File: src/rtl/rom_scale_pipe.sv
module rom_scale_pipe #(
  parameter int DATA_W = 14,
  parameter int COEF_W = 14,
  parameter int ADDR_W = 6,
  parameter int STEP   = 2731,
  parameter int BASE   = 1000
) (
  input  logic              clk,
  input  logic              rst,
  input  logic              en,
  input  logic [COEF_W-1:0] coef,
  output logic [DATA_W-1:0] dac_data,
  output logic              dac_valid
);
  localparam int PROD_W = DATA_W + COEF_W;
  localparam logic [ADDR_W-1:0] LAST = ADDR_W'((1 << ADDR_W) - 1);

  logic [ADDR_W-1:0] ptr, addr_q;
  logic [DATA_W-1:0] rom_q;
  logic              v_addr, v_rom;
  logic [PROD_W-1:0] prod;

  function automatic logic [DATA_W-1:0] entry(input logic [ADDR_W-1:0] a);
    logic [31:0] t;
    t = 32'(a) * 32'(STEP) + 32'(BASE);
    return t[DATA_W-1:0];
  endfunction

  assign prod = PROD_W'(rom_q) * PROD_W'(coef);

  always_ff @(posedge clk) begin
    if (rst) begin
      ptr    <= '0;
      addr_q <= '0;
      v_addr <= 1'b0;
    end else begin
      addr_q <= ptr;
      v_addr <= en;
      if (en) ptr <= (ptr == LAST) ? '0 : ptr + ADDR_W'(1);
    end
  end

  always_ff @(posedge clk) begin
    if (rst) begin
      rom_q <= '0;
      v_rom <= 1'b0;
    end else begin
      rom_q <= entry(addr_q);
      v_rom <= v_addr;
    end
  end

  always_ff @(posedge clk) begin
    if (rst) begin
      dac_data  <= '0;
      dac_valid <= 1'b0;
    end else begin
      dac_data  <= prod[PROD_W-1:COEF_W];
      dac_valid <= v_rom;
    end
  end
endmodule


File: config.mk
export PLATFORM = sky130hd
export DESIGN_NAME = rom_scale_pipe
export DESIGN_NICKNAME = d
export VERILOG_FILES = /design/src/rtl/rom_scale_pipe.sv
export SDC_FILE = /design/constraint.sdc
export NUM_CORES = 1
export LEC_CHECK = 0
export ABC_AREA = 1
export BUFFER_PORTS_ARGS = -buffer_cell sky130_fd_sc_hd__buf_2
export CAP_MARGIN = 15
export CELL_PAD_IN_SITES_DETAIL_PLACEMENT = 2
export CELL_PAD_IN_SITES_GLOBAL_PLACEMENT = 2
export CORE_ASPECT_RATIO = 0.8
export CORE_UTILIZATION = 35
export CTS_CLUSTER_SIZE = 20
export DETAILED_ROUTE_END_ITERATION = 8
export PLACE_DENSITY_LB_ADDON = 0.1
export SLEW_MARGIN = 5
export SYNTH_ARGS = -nofsm -noshare
export SYNTH_HDL_FRONTEND = slang
export SYNTH_SLANG_ARGS = --single-unit
File: constraint.sdc
create_clock -name clk -period 5 [get_ports clk]
set_input_delay 0 -clock clk [delete_from_list [all_inputs] [get_ports clk]]
set_output_delay 0 -clock clk [all_outputs]
set_load 0.005 [all_outputs]
; Word-level counts from Yosys, hierarchy flattened
; Cells that the tools add are included.
[totals]
elab_cells = 13
in_bits = 17
output_inout_bits = 15
ff_bits = 43
[classes]
multipliers = 2
addsub = 2
muxes = 1
n_eq_ne = 1
[ops]
columns = cell, count
row1 = multiplier 14 x 14 -> 28 bit, 1
row2 = adder 14 x 10 -> 14 bit (second input constant), 1
row3 = multiplier 6 x 12 -> 14 bit (second input constant), 1
row4 = adder 6 x 1 -> 6 bit (second input constant), 1
row5 = equality test 6 bit (second input constant), 1
row6 = two-way mux 6 bit, 1

; Logic depth before layout (Yosys ltp)
; Gate-level depths: netlist of run 1.
[depth]
depth_word = 2
ltp_mapped = 25
mapped_depth_nobuf = 24

; Least setup slack after synthesis of run 1
; No wires, ideal clock.
[synth_timing]
path_type = flip-flop to flip-flop
startpoint = register rom_q[7]
endpoint = register dac_data[8]
setup_slack_ns = -0.047
setup_time_ns = 0.115
path_stages_with_launch = 22
arrival_ns = 4.932
period_less_slack_ns = 5.047
path_cell_list = dfxtp_1 > clkbuf_1 > nand2_1 > fa_1 > inv_1 > fa_1 > inv_1 > fa_1 > inv_1 > fa_1 > fa_1 > inv_1 > fa_1 > inv_1 > ha_1 > nand2_1 > nor2_1 > inv_1 > o21ai_1 > a21oi_1 > a21oi_1 > nor2_1
[synth_via]
elab_chain_cells = 1
[synth_rtl]
columns = item, line_no
row1 = start: declaration, 19  ; logic [DATA_W-1:0] rom_q;
row2 = start signal: assignment, 48  ; rom_q <= entry(addr_q);
row3 = multiplier 14 x 14 -> 28 bit, 29  ; assign prod = PROD_W'(rom_q) * PROD_W'(coef);
row4 = end signal: assignment, 58  ; dac_data <= prod[PROD_W-1:COEF_W];
row5 = end: declaration, 12  ; output logic [DATA_W-1:0] dac_data,
; Every way passes these cells.
; A chain may end at the register's enable or synchronous reset.

; Worst setup path in the final report of run 1
; Ends and elaborated chain as after synthesis.

==> out/metrics.yaml, run 1 <==
outcome: "finished, violations left"
violations: "setup timing"
grt-ovfl-total: 0
worstHoldPathCells: 2
final_common_cell: "inv_1"
synth_area_um2: 9340
nFillCells: 3058
vias_per_cell: 4.71
fin_skew_ns: 0.00621
async_reset_ff_frac: 0
syn_area_per_cell_um2: 7.49
reg2reg_depth: 22
crit_chain: "nand2_2, fa_1, inv_1, fa_1, inv_1, fa_1, inv_2, fa_2, fa_1, inv_2, fa_1, inv_2, ha_4, buf_6, nand2_8, nor2_4, buf_4, buf_4, nand4_1, nand3_1, nand2_1, nor2_1"
r2r_slack_ns: -0.27
worst_setup_path_end_kind: "flip-flop"
rsz0062_at_grt: "yes"
timing.fmax_mhz: 190
die_width_um: 185
grt_antenna_before_repair: 0
grt_use_total: 0.240
fin_ws_ns: -0.275
final_antenna_net_count: 0
fp.coreArea_um2: 26300
postSynthRegisterBits: 43
yosysWarnings: 0
synth_compound_area_frac: 0.0517
clk_pin_slew_ns: 0.07
synthToLayoutAreaGrowth_pct: 22.2
post-route-min-period_ns: 5.27
yosys.area_share.simple: 0.186
cp.buffers_inverters: 8
row_count: 53
wl_per_cell_um: 18.2
drc_errors: 0
drt_iter0_markers: 191
clockRootBuffer: "clkbuf_16"
crit_required_ns: 5.23
leakage_nw: 6.62
synth-main-ff-cell: "dfxtp_1"
synth_top_area_cell: "fa_1"
regArea_um2: 895
antennaDiodeCount: 0
syn_nets: 1546
timing.rr.end: "dac_data[8]"
ys_types: 32
setup-tns-final_ns: -2.12
syn_inst: 1248
synth_edf_count: 0
dieArea_um2: 27400
slowest_delay_ns: 0.57
path_max_fanout: 3
cts_buffers: 5
htree_levels: 2
cp-start-kind: "flip-flop"
num_vias: 8000
power.density_nw_per_um2: 613
grt_pass1_wl_mm: 50.2
synthAdderAreaFrac: 0.500
layout_worst_path_cycle_share: 1.05
min_to: "addr_q[4]"
path_class: "reg -> reg"
cts_tree: "yes"
muxShareOfSynthArea: 0
power.total_w: 0.00700
multiInputGateArea_um2: 7610
relSlewSlack: 0.458
maxCapViolCount: 0
ir_drop_mv: 0.401
slowest_stage: "fa_1"
clk_latency_ns: 0.30
arrival_ns: 5.51
ios: 32
hold_start: "rst"
start_util: 0.356
cp_common_cell: "fa_1"
tightest_slew_ns: 0.812
hold_class: "in -> reg"
drive_above_1_share: 0.208
finalSetupViolCount: 14
io_buffers: 31
yosysTopAreaCellShare: 0.330
mostFrequentLayoutCells: "inv_1, nand2_1, fa_1, ha_1, buf_4"
grt_pass1_vias: 9245
synth-seq-area-share: 0.0921
startpoint: "rom_q[7]"
grt_max_degree: 23
drv_slew: 0
dp.cells: 1679
clock_sinks: 43
hpwlAfterDp_mm: 26.2
firstDrtPassIters: 4
place_congestion: 0.839
crit_family: "adder cells"
die_y_um: 148
final_nets: 1639
clockBufferDepth: 2
routed_wl_mm: 31.0
r2r_start: "rom_q[7]"
finalHoldViolCount: 0
synth_top_family_by_area: "adder cells"
synth_area_leaders: "fa_1, ha_1, inv_1"
synthXorXnorAreaFrac: 0.00937
stdcell_count: 1699
[layout make-up]
cell class / count / share of cell area
multi-input cells: 806 / 0.666
inverters: 367 / 0.121
flip-flops and latches: 43 / 0.0784
repair buffers: 118 / 0.0779
well taps: 357 / 0.0391
clock buffers: 5 / 0.0110
clock inverters: 3 / 0.00625
[cell families after synthesis]
logic type,after synthesis
AO/OA/AOI/OAI,87
AND/OR/NAND/NOR,428
buffers and inverters,399
XOR/XNOR,10
adder cells (fa/ha/maj),281
flip-flops,43
[routing by layer]
layer	track usage	share of wire
met1	0.345	0.49
met4	0.0236	0.0099
met5	0	0
met3	0.0171	0.023
met2	0.407	0.47
[worst max path at each step]
stage	to	slack, ns	cells after the start
CTS	dac_data[9]	-0.18	23
floorplan	dac_data[8]	0.03	21
finish	dac_data[8]	-0.27	22
detailed placement	dac_data[12]	-0.51	21
global placement	dac_data[5]	-0.42	23
global route	dac_data[8]	-0.45	22
[power by group]
group          internal [W]  switching, W  total [W]
clock network      0.000291      0.000171   0.000461
logic               0.00254       0.00354    0.00608
registers          0.000407     0.0000483   0.000455
total               0.00323       0.00376    0.00700
[metrics by stage]
step                      setup slack (ns)   util  area, um2  hold WS [ns]
after global placement              -0.418  0.397      10400         0.293
final                               -0.275  0.435      11400         0.127
after detailed placement            -0.506  0.397      10400         0.307
after CTS                           -0.178  0.427      11200         0.119
after global routing                -0.454  0.435      11400         0.151
after floorplan                     0.0288      -       9350         0.154
[flip-flops by register name, summed over array words and instances (netlist names)]
register and count:
dac_data 14, rom_q 14, addr_q 6, ptr 6, dac_valid 1, v_addr 1
v_rom 1
[cells in the mapped netlist (3+ instances only)]
cell and n:
inv_1 365, nand2_1 297, fa_1 154, ha_1 127
nor2_1 74, a21oi_1 46, dfxtp_1 43, clkbuf_1 30
nand3_1 23, o21ai_0 22, nor3_1 8, nand2_2 7
nand4_1 6, xnor2_1 6, nor2_2 5, nor3_2 4
o21bai_1 4, xor2_1 4, a21o_1 3, o21a_1 3
[repair_timing]
action | CTS | global route
gates cloned | 0 | 1
pin swaps | 61 | 31
endpoints found under the hold margin | 1 | 0
gates resized for setup | 139 | 53
hold buffers | 1 | 0
setup buffers | 8 | 2
setup endpoints to repair | 14 | 14
Power figures use the tool's default switching activity.
==> run 2: changes to the inputs <==
--- a/config.mk
+++ b/config.mk
@@ -11,10 +11,10 @@
 export CELL_PAD_IN_SITES_DETAIL_PLACEMENT = 2
 export CELL_PAD_IN_SITES_GLOBAL_PLACEMENT = 2
 export CORE_ASPECT_RATIO = 0.8
-export CORE_UTILIZATION = 35
+export CORE_UTILIZATION = 39
 export CTS_CLUSTER_SIZE = 20
 export DETAILED_ROUTE_END_ITERATION = 8
-export PLACE_DENSITY_LB_ADDON = 0.1
+export PLACE_DENSITY = 0.95
 export SLEW_MARGIN = 5
 export SYNTH_ARGS = -nofsm -noshare
 export SYNTH_HDL_FRONTEND = slang
==> constraint.sdc (replaced) <==
create_clock -name clk -period 5.15 [get_ports clk]
set_input_delay 0 -clock clk [delete_from_list [all_inputs] [get_ports clk]]
set_output_delay 0 -clock clk [all_outputs]
set_load 0.005 [all_outputs]
==> out/metrics.yaml, run 2 (same netlist as run 1, synthesis figures left out) <==
stdcell_count: 1630  # -4.1%
timing.fmax_mhz: 171  # -9.8%
post-route-min-period_ns: 5.85  # +0.573 ns
grt_pass1_vias: 10995  # +19%
maxCapViolCount: 0  # unchanged
met2_usage: 0.711  # +0.305
antennaDiodeCount: 0  # unchanged
final_antenna_net_count: 0  # unchanged
clockBufferDepth: 2  # unchanged
clockRootBuffer: "clkbuf_16"
outcome: "finished, violations left"
hpwlAfterDp_mm: 32.0  # +22%
tightest_slew_ns: 1.00  # +0.193 ns
fin_ws_ns: -0.698  # -0.423 ns
dp.cells: 1608  # -4.2%
routed_wl_mm: 54.1  # +75%
clk_latency_ns: 0.33  # +0.03 ns
dieArea_um2: 24600  # -10%
htree_levels: 2  # unchanged
grt_pass1_wl_mm: 74.1  # +47%
final_nets: 1615  # -1.5%
power.density_nw_per_um2: 707  # +15%
drv_slew: 0  # unchanged
finalHoldViolCount: 0  # unchanged
ios: 32  # unchanged
slowest_stage: "fa_1"
die_width_um: 175  # -5.2%
synthToLayoutAreaGrowth_pct: 18.4
grt_antenna_before_repair: 1  # +1
grtUsageMet1: 0.479  # +0.134
leakage_nw: 6.46  # -2.3%
finalSetupViolCount: 14  # unchanged
cts_tree: "yes"
path_class: "reg -> reg"
ir_drop_mv: 0.433  # +7.9%
worst_setup_path_end_kind: "flip-flop"
relSlewSlack: 0.330  # -0.128
use_met3: 0.0928  # +0.0757
fp.coreArea_um2: 23500  # -11%
mostFrequentLayoutCells: "inv_1, nand2_1, fa_1, ha_1, nor2_1"
rsz0062_at_grt: "yes"
arrival_ns: 6.10  # +0.59 ns
die_y_um: 140  # -5.2%
cp_common_cell: "inv_1"
start_util: 0.398  # +0.0425
slowest_delay_ns: 0.60  # +0.03 ns
crit_chain: "buf_4, nand2_1, inv_1, fa_1, inv_1, fa_1, inv_1, ha_1, ha_1, fa_1, inv_1, fa_1, inv_1, ha_1, nand2_1, inv_1, a21oi_1, o21bai_1, nand2_1, nand3_1, nand2_1, inv_1, nor2_2"
violations: "setup timing"
cts_buffers: 5  # unchanged
num_vias: 9756  # +22%
drc_errors: 0  # unchanged
top_regs: "dac_data x14, rom_q x14"
firstDrtPassIters: 5  # +1
grt-ovfl-total: 0  # unchanged
pre_cts_slack_ns: -0.585  # -0.0794 ns
path_max_fanout: 5  # +2
ctsHoldBuffers: 0  # -1
row_count: 50  # -5.7%
fin_skew_ns: 0.0102  # +0.00397 ns
crit_required_ns: 5.40  # +0.17 ns
wl_per_cell_um: 33.2  # +82%
drt_iter0_markers: 944  # +390%
grt_use_total: 0.416  # +0.176
drive_above_1_share: 0.185  # -0.0228
power.total_w: 0.00782  # +12%
grt_max_degree: 23  # unchanged
clock_sinks: 43  # unchanged
grt-busiest-layer: "met2"
final_common_cell: "inv_1"
hold_class: "in -> reg"
clk_pin_slew_ns: 0.08  # about the same
place_congestion: 0.820  # -2.3%
vias_per_cell: 5.99  # +27%
io_buffers: 31  # unchanged
layout_worst_path_cycle_share: 1.14  # +0.0806
cp-start-kind: "flip-flop"
[run 2: stage by stage]
| step | TNS [ns] | cell area [um2] | hold WS (ns) | util |
|---|---|---|---|---|
| 6_report | -7.97 | 11100 | 0.0289 | 0.472 |
| 5_1_grt | -8.38 | 11100 | 0.0508 | 0.472 |
| 4_1_cts | -3.02 | 10700 | 0.0350 | 0.455 |
| 3_5_place_dp | -6.92 | 10200 | 0.361 | 0.433 |
| 3_3_place_gp | -1.92 | 10200 | 0.302 | 0.433 |
| 2_1_floorplan | 0 | 9340 | 0.154 | - |
[run 2: cell type report]
type | count | area (um2)
sequential | 43 | 891
clock inverter | 3 | 71.3
tap | 312 | 390
inverter | 367 | 1380
clock buffer | 5 | 125
fill | 2666 | 12400
timing repair buffer | 94 | 692
multi-input combinational | 806 | 7510
[run 2: worst paths after layout]
path                            startpoint           to  slack, ns  cells after the start
worst max-delay path              rom_q[5]  dac_data[6]      -0.70                     23
worst min-delay path                    en       v_addr       0.03                      3
worst max register to register    rom_q[5]  dac_data[6]      -0.70                     23
worst min register to register      v_addr        v_rom       0.42                      2
[run 2: worst max-delay path: cells and delay by family (launching register included)]
family          cells  cell delay [ns]
flops               1             0.39
fa+ha+maj           7             3.16
simple gates        6             0.82
buf+inv             8             0.76
compound gates      2             0.60
[run 2: repair_timing]
item,4_1_cts,5_1_grt
pin swaps,27,41
resized for setup,92,77
buffers inserted,8,6
setup endpoints to repair,14,14
[run 2: metal layers]
| layer | wire (um) | vias up |
|---|---|---|
| li1 | - | 3762 |
| met1 | 19900 | 4961 |
| met2 | 25400 | 705 |
| met3 | 4180 | 326 |
| met4 | 4590 | 2 |
| met5 | 13 | - |
[run 2: where the power goes]
part | internal, W | switching (W) | leakage, nW
combinational | 0.00253 | 0.00436 | 6.01
clock | 0.000283 | 0.000193 | 0.0959
sequential | 0.000394 | 0.0000613 | 0.358
total | 0.00321 | 0.00461 | 6.46
